**config.mk**
```make
export PLATFORM = sky130hd
export DESIGN_NAME = hsd_diag_monitor
export DESIGN_NICKNAME = d
export VERILOG_FILES = /design/src/rtl/hsd_diag_pkg.sv /design/src/rtl/hsd_fault_qualifier.sv /design/src/rtl/hsd_diag_fsm.sv /design/src/rtl/hsd_irq_tracker.sv /design/src/rtl/hsd_diag_monitor.sv
export SDC_FILE = /design/constraint.sdc
export NUM_CORES = 1
export LEC_CHECK = 0
export BUFFER_PORTS_ARGS = -buffer_cell sky130_fd_sc_hd__clkbuf_2
export CELL_PAD_IN_SITES_DETAIL_PLACEMENT = 1
export CELL_PAD_IN_SITES_GLOBAL_PLACEMENT = 2
export CORE_MARGIN = 2
export CORE_UTILIZATION = 43
export CTS_CLUSTER_SIZE = 8
export DETAILED_ROUTE_END_ITERATION = 8
export PLACE_DENSITY = 0.81
export SYNTH_ARGS = -nofsm -noshare
export SYNTH_HDL_FRONTEND = slang
export SYNTH_SLANG_ARGS = --single-unit
```
**constraint.sdc**
```tcl
create_clock -name clk -period 5.97 [get_ports clk]
set_clock_uncertainty 0.2 [all_clocks]
set_input_delay 1.194 -clock clk [delete_from_list [all_inputs] [get_ports clk]]
set_output_delay 1.194 -clock clk [all_outputs]
set_load 0.005 [all_outputs]
```
**src/rtl/hsd_diag_pkg.sv**
```systemverilog
package hsd_diag_pkg;

    typedef enum logic [1:0] {
        ST_IDLE    = 2'd0,
        ST_WINDOW  = 2'd1,
        ST_MONITOR = 2'd2
    } diag_state_e;

    // Warning vector index equals diagnostic word bit position.
    localparam int unsigned NUM_WARN = 7;
    localparam int unsigned MODE_BIT = 7;

    localparam int unsigned IDX_THERM = 0;
    localparam int unsigned IDX_D2_SC = 1;
    localparam int unsigned IDX_D2_OL = 2;
    localparam int unsigned IDX_D2_OC = 3;
    localparam int unsigned IDX_D1_SC = 4;
    localparam int unsigned IDX_D1_OL = 5;
    localparam int unsigned IDX_D1_OC = 6;

    // Faults that are meaningful in each mode.
    localparam logic [NUM_WARN-1:0] VALID_NORMAL = 7'b100_1001;
    localparam logic [NUM_WARN-1:0] VALID_TEST   = 7'b011_0111;

    function automatic logic [NUM_WARN-1:0] mode_valid(input logic test_mode);
        return test_mode ? VALID_TEST : VALID_NORMAL;
    endfunction

endpackage

```
**src/rtl/hsd_fault_qualifier.sv**
```systemverilog
module hsd_fault_qualifier #(
    parameter int unsigned QUAL_CYCLES = 5000
) (
    input  logic clk,
    input  logic rst_n,
    input  logic run_i,
    input  logic raw_i,
    output logic q_o
);

    localparam int unsigned CW = $clog2(QUAL_CYCLES + 1);
    localparam logic [CW-1:0] LAST = CW'(QUAL_CYCLES - 1);

    logic [CW-1:0] run_len_q;
    logic          level_q;

    // Qualified level flips only after the raw input disagrees with it
    // for QUAL_CYCLES consecutive cycles; any agreement restarts the count.
    always_ff @(posedge clk or negedge rst_n) begin
        if (!rst_n) begin
            run_len_q <= '0;
            level_q   <= 1'b0;
        end else if (!run_i) begin
            run_len_q <= '0;
            level_q   <= 1'b0;
        end else if (raw_i == level_q) begin
            run_len_q <= '0;
        end else if (run_len_q == LAST) begin
            run_len_q <= '0;
            level_q   <= raw_i;
        end else begin
            run_len_q <= run_len_q + 1'b1;
        end
    end

    assign q_o = level_q;


    qual_rise_chk: assert property (@(posedge clk) disable iff (!rst_n)
        $rose(q_o) |-> ($past(raw_i) && $past(run_i)));


    qual_fall_chk: assert property (@(posedge clk) disable iff (!rst_n)
        ($fell(q_o) && $past(run_i)) |-> !$past(raw_i));


    qual_idle_chk: assert property (@(posedge clk) disable iff (!rst_n)
        !run_i |=> !q_o);

endmodule

```
**src/rtl/hsd_diag_fsm.sv**
```systemverilog
module hsd_diag_fsm
    import hsd_diag_pkg::*;
#(
    parameter int unsigned QUAL_CYCLES = 5000
) (
    input  logic clk,
    input  logic rst_n,
    input  logic start_i,
    input  logic test_mode_i,
    input  logic drv1_on_i,
    input  logic drv2_on_i,
    output logic run_o,
    output logic track_o,
    output logic load_o,
    output logic mode_o
);

    localparam int unsigned WCW = $clog2(QUAL_CYCLES + 1);
    localparam logic [WCW-1:0] WIN_LAST = WCW'(QUAL_CYCLES - 1);

    diag_state_e    state_q, state_d;
    logic [WCW-1:0] win_cnt_q;
    logic           mode_q;
    logic           drivers_on;
    logic           start_ok;
    logic           keep_ok;

    assign drivers_on = drv1_on_i & drv2_on_i;
    assign start_ok   = start_i & (test_mode_i | drivers_on);
    assign keep_ok    = (test_mode_i == mode_q) & (mode_q | drivers_on);

    // Next state
    always_comb begin
        state_d = state_q;
        unique case (state_q)
            ST_IDLE: begin
                if (start_ok) state_d = ST_WINDOW;
            end
            ST_WINDOW: begin
                if (!keep_ok)                   state_d = ST_IDLE;
                else if (win_cnt_q == WIN_LAST) state_d = ST_MONITOR;
            end
            ST_MONITOR: begin
                if (!keep_ok) state_d = ST_IDLE;
            end
            default: state_d = ST_IDLE;
        endcase
    end

    // State register
    always_ff @(posedge clk or negedge rst_n) begin
        if (!rst_n) state_q <= ST_IDLE;
        else        state_q <= state_d;
    end

    // Window counter and latched mode
    always_ff @(posedge clk or negedge rst_n) begin
        if (!rst_n) begin
            win_cnt_q <= '0;
            mode_q    <= 1'b0;
        end else begin
            if (state_q == ST_WINDOW) win_cnt_q <= win_cnt_q + 1'b1;
            else                      win_cnt_q <= '0;
            if (state_q == ST_IDLE && start_ok) mode_q <= test_mode_i;
        end
    end

    // Outputs
    always_comb begin
        run_o   = 1'b0;
        track_o = 1'b0;
        load_o  = 1'b0;
        unique case (state_q)
            ST_IDLE:    load_o  = start_ok;
            ST_WINDOW:  run_o   = 1'b1;
            ST_MONITOR: begin
                run_o   = 1'b1;
                track_o = 1'b1;
            end
            default: ;
        endcase
    end

    assign mode_o = mode_q;


    ignored_start_chk: assert property (@(posedge clk) disable iff (!rst_n)
        (state_q == ST_IDLE && !test_mode_i && !(drv1_on_i && drv2_on_i))
        |=> state_q == ST_IDLE);


    window_first_chk: assert property (@(posedge clk) disable iff (!rst_n)
        state_q == ST_MONITOR |-> $past(state_q) != ST_IDLE);


    mode_abort_chk: assert property (@(posedge clk) disable iff (!rst_n)
        (state_q != ST_IDLE && test_mode_i != mode_q) |=> state_q == ST_IDLE);

endmodule

```
**src/rtl/hsd_irq_tracker.sv**
```systemverilog
module hsd_irq_tracker (
    input  logic clk,
    input  logic rst_n,
    input  logic chg_i,
    input  logic rd_i,
    output logic irq_n_o,
    output logic set_o,
    output logic clr_o
);

    logic pend_q;
    logic set_q;
    logic clr_q;

    // A change always wins over a read in the same cycle.
    always_ff @(posedge clk or negedge rst_n) begin
        if (!rst_n) begin
            pend_q <= 1'b0;
            set_q  <= 1'b0;
            clr_q  <= 1'b0;
        end else begin
            pend_q <= chg_i | (pend_q & ~rd_i);
            set_q  <= chg_i;
            clr_q  <= rd_i & ~chg_i;
        end
    end

    assign irq_n_o = ~pend_q;
    assign set_o   = set_q;
    assign clr_o   = clr_q;


    read_release_chk: assert property (@(posedge clk) disable iff (!rst_n)
        (rd_i && !chg_i) |=> (irq_n_o && clr_o));


    read_collide_chk: assert property (@(posedge clk) disable iff (!rst_n)
        (rd_i && chg_i) |=> (!irq_n_o && set_o && !clr_o));


    set_with_irq_chk: assert property (@(posedge clk) disable iff (!rst_n)
        set_o |-> !irq_n_o);

endmodule

```
**src/rtl/hsd_diag_monitor.sv**
```systemverilog
module hsd_diag_monitor
    import hsd_diag_pkg::*;
#(
    parameter int unsigned CLK_FREQ_HZ  = 50_000_000,
    parameter int unsigned QUAL_TIME_US = 100
) (
    input  logic       clk,
    input  logic       rst_n,
    input  logic       test_mode_i,
    input  logic       start_i,
    input  logic       drv1_on_i,
    input  logic       drv2_on_i,
    input  logic       drv1_oc_i,
    input  logic       drv1_ol_i,
    input  logic       drv1_sc_i,
    input  logic       drv2_oc_i,
    input  logic       drv2_ol_i,
    input  logic       drv2_sc_i,
    input  logic       overtemp_i,
    input  logic       diag_rd_i,
    output logic [7:0] diag_o,
    output logic       irq_n_o,
    output logic       start_set_o,
    output logic       start_clr_o
);

    localparam int unsigned QUAL_CYCLES_RAW = (CLK_FREQ_HZ / 1000) * QUAL_TIME_US / 1000;
    localparam int unsigned QUAL_CYCLES     = (QUAL_CYCLES_RAW < 2) ? 2 : QUAL_CYCLES_RAW;

    logic                run;
    logic                track;
    logic                load;
    logic                mode;
    logic [NUM_WARN-1:0] raw_vec;
    logic [NUM_WARN-1:0] gated_vec;
    logic [NUM_WARN-1:0] qual_vec;
    logic [7:0]          diag_q;
    logic                warn_chg;

    always_comb begin
        raw_vec            = '0;
        raw_vec[IDX_THERM] = overtemp_i;
        raw_vec[IDX_D2_SC] = drv2_sc_i;
        raw_vec[IDX_D2_OL] = drv2_ol_i;
        raw_vec[IDX_D2_OC] = drv2_oc_i;
        raw_vec[IDX_D1_SC] = drv1_sc_i;
        raw_vec[IDX_D1_OL] = drv1_ol_i;
        raw_vec[IDX_D1_OC] = drv1_oc_i;
    end

    assign gated_vec = raw_vec & mode_valid(mode);

    hsd_diag_fsm #(
        .QUAL_CYCLES (QUAL_CYCLES)
    ) u_fsm (
        .clk         (clk),
        .rst_n       (rst_n),
        .start_i     (start_i),
        .test_mode_i (test_mode_i),
        .drv1_on_i   (drv1_on_i),
        .drv2_on_i   (drv2_on_i),
        .run_o       (run),
        .track_o     (track),
        .load_o      (load),
        .mode_o      (mode)
    );

    for (genvar gi = 0; gi < NUM_WARN; gi++) begin : g_qual
        hsd_fault_qualifier #(
            .QUAL_CYCLES (QUAL_CYCLES)
        ) u_qual (
            .clk   (clk),
            .rst_n (rst_n),
            .run_i (run),
            .raw_i (gated_vec[gi]),
            .q_o   (qual_vec[gi])
        );
    end

    assign warn_chg = track & (qual_vec != diag_q[NUM_WARN-1:0]);

    always_ff @(posedge clk or negedge rst_n) begin
        if (!rst_n) begin
            diag_q <= '0;
        end else if (load) begin
            diag_q <= {test_mode_i, {NUM_WARN{1'b0}}};
        end else if (track) begin
            diag_q[NUM_WARN-1:0] <= qual_vec;
        end
    end

    hsd_irq_tracker u_irq (
        .clk     (clk),
        .rst_n   (rst_n),
        .chg_i   (warn_chg),
        .rd_i    (diag_rd_i),
        .irq_n_o (irq_n_o),
        .set_o   (start_set_o),
        .clr_o   (start_clr_o)
    );

    assign diag_o = diag_q;


    normal_mask_chk: assert property (@(posedge clk) disable iff (!rst_n)
        !diag_o[MODE_BIT] |-> (diag_o[IDX_D1_OL] == 1'b0 && diag_o[IDX_D1_SC] == 1'b0 &&
                               diag_o[IDX_D2_OL] == 1'b0 && diag_o[IDX_D2_SC] == 1'b0));


    test_mask_chk: assert property (@(posedge clk) disable iff (!rst_n)
        diag_o[MODE_BIT] |-> (diag_o[IDX_D1_OC] == 1'b0 && diag_o[IDX_D2_OC] == 1'b0));


    irq_on_change_chk: assert property (@(posedge clk) disable iff (!rst_n)
        $fell(irq_n_o) |-> diag_o[6:0] != $past(diag_o[6:0]));


    start_quiet_chk: assert property (@(posedge clk) disable iff (!rst_n)
        load |=> (diag_o[6:0] == 7'd0 && !start_set_o));

endmodule

```
* Yosys cells after proc, flatten, opt, wreduce, memory -nomap -nowiden
Cells that the tools add are included.
** Storage, ports and cells
- Memories :: 0
- Latch bits :: 0
- Bits in registers :: 125
- Bits in writable memories :: 0
- Logic and storage cells :: 145
- Output and inout port bits :: 11
- Memory bits (read-only) :: 0
** Cells by class
- Bitwise gates (word level) :: 13
- Mux-type cells :: 54
- $add $sub $neg :: 8
- Shift operators :: 0
- Magnitude comparators :: 0
- Divide/modulo/power cells :: 0
- Equal/unequal tests :: 36
- Reduce and logical (&&, ||, !) cells :: 12
- $mul :: 0
** Operator list (number)
- two-way mux 13 bit :: 22
- adder 13 x 1 -> 13 bit (second input constant) :: 8
- equality test 13 bit (second input constant) :: 8
- two-way mux 1 bit :: 24
- two-way mux 7 bit :: 3
- inequality test 2 bit (second input constant) :: 9
- inequality test 2 x 1 -> 1 bit (second input constant) :: 7
- AND reduction 2 bit :: 7
- equality test 1 bit :: 8
- two-way mux 2 bit :: 4
- AND 7 bit :: 1
- inequality test 7 bit :: 1
- AND 1 bit :: 6
- one-hot mux 2 bit (3 select lines) :: 1
- inequality test 3 bit (second input constant) :: 1
- inverter 1 bit :: 3
- bitwise OR 1 bit :: 3
- AND reduction 3 bit :: 1
- equality test 2 x 1 -> 1 bit (second input constant) :: 1
- equality test 2 bit (second input constant) :: 1
- zero test 2 bit :: 1
- nonzero test 2 bit :: 1
- OR reduction 2 bit :: 1
- logical AND 1 bit :: 1

* Depth between registers and ports, before layout
- Depth after elaboration :: 5
- Mapped depth :: 6
- Mapped depth without buffers :: 6

* Hierarchy
Synthesis repeated with hierarchy kept, for this count alone.
** Second synthesis, totals
- Cell total of the unflattened synthesis :: 626
- Area, all modules :: 6595.1 µm²
** Modules (own cells, without submodules)
- hsd_fault_qualifier :: seq. area each 350.3 µm², instances 7, cells each 70, area an instance 734.5 µm²
- hsd_diag_fsm :: seq. area each 400.4 µm², instances 1, cells each 90, area an instance 927.1 µm²
- hsd_diag_monitor :: seq. area each 200.2 µm², instances 1, cells each 40, area an instance 434.2 µm²
- hsd_irq_tracker :: seq. area each 75.1 µm², instances 1, cells each 6, area an instance 92.6 µm²

* Worst setup path before layout
OpenSTA, ideal clock, no wires.
- Path kind :: input -> register
- From :: input drv1_on_i
- To :: register diag_q[7] (netlist: diag_o[7])
- Setup slack :: 3.649 ns
- Stages :: 3
- Buffers on the path :: 0
- Arrival :: 1.996 ns
- Data required time :: 5.645 ns
- Cells stage by stage :: a21oi_1 -> nor3b_2 -> mux2_2
** On the way
- Word-level cells in the longest chain between the ends :: 4
** Ends and longest elaborated chain
- start: declaration :: RTL line hsd_diag_monitor.sv:11 : input logic drv1_on_i,
- AND 1 bit :: RTL line hsd_diag_fsm.sv:28 : assign drivers_on = drv1_on_i & drv2_on_i;
- bitwise OR 1 bit :: RTL line hsd_diag_fsm.sv:29 : assign start_ok = start_i & (test_mode_i | drivers_on);
- AND 1 bit :: RTL line hsd_diag_fsm.sv:29
- two-way mux 1 bit :: RTL line hsd_diag_fsm.sv:73 : unique case (state_q)
- end signal: assignment :: RTL line hsd_diag_monitor.sv:86 : diag_q <= {test_mode_i, {NUM_WARN{1'b0}}};
- end signal: indexed assignment :: RTL line hsd_diag_monitor.sv:88 : diag_q[NUM_WARN-1:0] <= qual_vec;
- end: declaration :: RTL line hsd_diag_monitor.sv:37 : logic [7:0] diag_q;
Every way passes these cells.
A chain may end at the register's enable or synchronous reset.

* Final worst setup path
- From :: register diag_q[7] (netlist: diag_o[7])
- To :: output diag_o[7]
** RTL lines
- end: declaration :: RTL line hsd_diag_monitor.sv:21 : output logic [7:0] diag_o,
No word-level cell between the ends.

==> impl_metrics.toml <==
[grt]
met1_usage = 0.243
met2_usage = 0.318
grt_pass1_wl_mm = 22.5
grt_max_degree = 75
busiest_layer = "met2"
grt_usage = 0.190
met3_usage = 0.0420
antenna_found_initial = 0
grt_overflow_total = 0
grt_pass1_vias = 4728

[placement]
routabilityCongestion = 0.738
pre_cts_ws_ns = 3.06
hpwl_mm = 9.04
port_buffers = 24

[floorplan]
design.core.area_sq_mm = 0.0139
fp.dieW_um = 123
ios = 25
die_y_um = 123
rows = 43
die_area_sq_mm = 0.0152
initial_core_util = 0.440

[layout]
diodes = 0
multi_input_area_sq_mm = 0.00281
drive_gt1_frac = 0.102
fin_util = 0.501
ff_latch_area_sq_mm = 0.00310
nets = 670
syn_to_final_growth_pct = 14.0
fillerInstances = 1563

[critical_path]
crit_path_end = "diag_o[7]"
reg2regPathDepth = 4
cp_cell_sequence = "clkbuf_2"
startpoint = "diag_o[7]$_DFFE_PN0P_"
cp_max_fo = 12
crit_family = "flip-flops"
slowest_delay_ns = 0.65
slowest_stage = "dfrtp_1"
endpoint_kind = "output port"
r2r_start = "g_qual[2].u_qual.run_len_q[5]$_DFF_PN0_"
arrival_ns = 1.26
rr_endpoint = "g_qual[2].u_qual.run_len_q[12]$_DFF_PN0_"
crit_required_ns = 4.58
r2r_slack_ns = 3.59
path_buf_inv = 1
path_class = "register to output port"
start_kind = "register"
cp_num_cells = 1

[synthesis]
netlist.area_leader.share = 0.508
yosysMostFrequentCell = "dfrtp_1"
synth_area_sq_mm = 0.00611
synth_common_cells = "124 x dfrtp_1, 107 x nor2_1, 62 x xnor2_1, 39 x nand3_1, 36 x xor2_1"
synth_area_per_cell_sq_um = 9.95
synth_cells = 614
ys_warn_count = 0
synth_edf_count = 0
ys.flop_type = "dfrtp_1"
ys_seq_elements = 124
ys_seq_area_frac = 0.508
yosysTopAreaCell = "dfrtp_1"
synth.area.top_cells = "dfrtp_1 51%, xnor2_1 8.9%, nor2_1 6.6%"
ys_types = 43
syn_nets = 639
async_reset_ff_frac = 1.00

[status]
status = "completed"

[clock_tree]
clk_latency_ns = 0.42
h-tree-depth = 4
cts_tree = "done"
cts_hold_buffers = 0
root_buffer = "clkbuf_16"
path_clk_slew_ns = 0.06
cts.sinks = 124
cts_resized = 0
cts_made_buffers = 17
cts_setup_buffers = 0
cts_buffer_depth = 2

[sta]
worst_pin_slew_ns = 0.951
fin_crit_sh = 0.445
tns_ns = 0
fin_crit_ns = 2.65
slew_violations = 0
finalSetupViolCount = 0
fmax_mhz = 377
layout_setup_ws_ns = 3.32
hold_violations = 0
rsz0062_at_grt = "false"
slew_headroom = 0.366

[power_and_ir_drop]
pwr-share-clk = 0.478
p_comb_frac = 0.096
swShare = 0.257
seq_power_share = 0.426
switchingPower_uw = 546
p_leak_nw = 2.89
pwr_density_cell_mw_per_mm2 = 306
ir_drop_v = 0.000193
p_int_mw = 1.58

[drt]
vias = 4422
drtIter0Drc = 190
drt_wl_total_mm = 13.0
via_per_inst = 5.28
drc = 0
drtAntennaViolNets = 0
wl_per_cell_um = 15.5
dr.pass1.iters = 6

[flow_run]
maxCapViolations = 0

[hold_path]
hold_path.class = "register to register"
-- final cells by class --
cell class | instances | area share
Clock buffer | 18 | 0.0617
Clock inverter | 14 | 0.0219
Timing Repair Buffer | 25 | 0.0187
Multi-Input combinational cell | 447 | 0.403
Tap cell | 180 | 0.0324
Inverter | 30 | 0.0162
Sequential cell | 124 | 0.446
-- stage by stage --
| stage | hold WS, ns | area, sq um | cells | power, mW |
|---|---|---|---|---|
| after floorplan | 0.231 | 6110 | 614 | 1.06 |
| final | 0.259 | 6960 | 838 | 2.13 |
| after CTS | 0.262 | 6960 | 838 | 2.16 |
| after global routing | 0.281 | 6960 | 838 | 2.22 |
| after global placement | 0.246 | 6380 | 806 | 1.11 |
| after detailed placement | 0.255 | 6380 | 806 | 1.13 |
-- power groups by stage --
stage          clock network, mW  registers, mW  logic (mW)
3_3_place_gp                   0          0.918       0.194
3_5_place_dp                   0          0.921       0.208
5_1_grt                     1.08          0.912       0.233
4_1_cts                     1.04          0.907       0.209
2_1_floorplan                  0          0.902       0.162
6_report                    1.02          0.906       0.203
-- worst min path at each step --
stage                                                 start                                 endpoint  slack [ns]  cells after the start
floorplan           g_qual[2].u_qual.run_len_q[0]$_DFF_PN0_  g_qual[2].u_qual.run_len_q[0]$_DFF_PN0_        0.23                      1
global placement    g_qual[2].u_qual.run_len_q[0]$_DFF_PN0_  g_qual[2].u_qual.run_len_q[0]$_DFF_PN0_        0.25                      1
detailed placement  g_qual[4].u_qual.run_len_q[0]$_DFF_PN0_  g_qual[4].u_qual.run_len_q[0]$_DFF_PN0_        0.25                      1
CTS                 g_qual[4].u_qual.run_len_q[0]$_DFF_PN0_  g_qual[4].u_qual.run_len_q[0]$_DFF_PN0_        0.26                      1
global route        g_qual[4].u_qual.run_len_q[0]$_DFF_PN0_  g_qual[4].u_qual.run_len_q[0]$_DFF_PN0_        0.28                      1
finish              g_qual[4].u_qual.run_len_q[0]$_DFF_PN0_  g_qual[4].u_qual.run_len_q[0]$_DFF_PN0_        0.26                      1
-- flip-flops by register name, indices dropped and copies added (netlist names) --
signal                   flops
diag_o                       8
g_qual.u_qual.q_o            7
g_qual.u_qual.run_len_q     91
u_fsm.state_q                2
u_fsm.win_cnt_q             13
u_irq.clr_o                  1
u_irq.pend_q                 1
u_irq.set_o                  1
-- kinds of logic (layout without fill, tap and decap cells) --
family,count (synthesis),after routing,synth area share
AO/OA/AOI/OAI,23,23,0.0240
XOR/XNOR,98,98,0.141
AND/OR/NAND/NOR,304,304,0.254
buffers and inverters,43,87,0.0322
adder cells (fa/ha/maj),11,11,0.0225
multiplexers,11,11,0.0182
flip-flops,124,124,0.508
-- routing by layer --
metal / share of wire / up-vias
met1: 0.47 / 2250
met2: 0.49 / 34
met4: 0.015 / 0
li1: - / 2121
met5: 0 / -
met3: 0.020 / 17
-- layout by cell type (no fill, tap or decap), drive strengths merged, types with 8 or more instances in the layout --
master	synthesis	routed
clkbuf	3	41
and3	8	8
nor2	107	107
dfrtp	124	124
mux2i	10	10
nor3	25	25
clkinv	0	8
nand2	32	32
nand3	41	41
inv	30	30
xnor2	62	62
and2	13	13
ha	11	11
nand4	19	19
or3	11	11
nor4	11	11
xor2	36	36
Power figures use the tool's default switching activity.
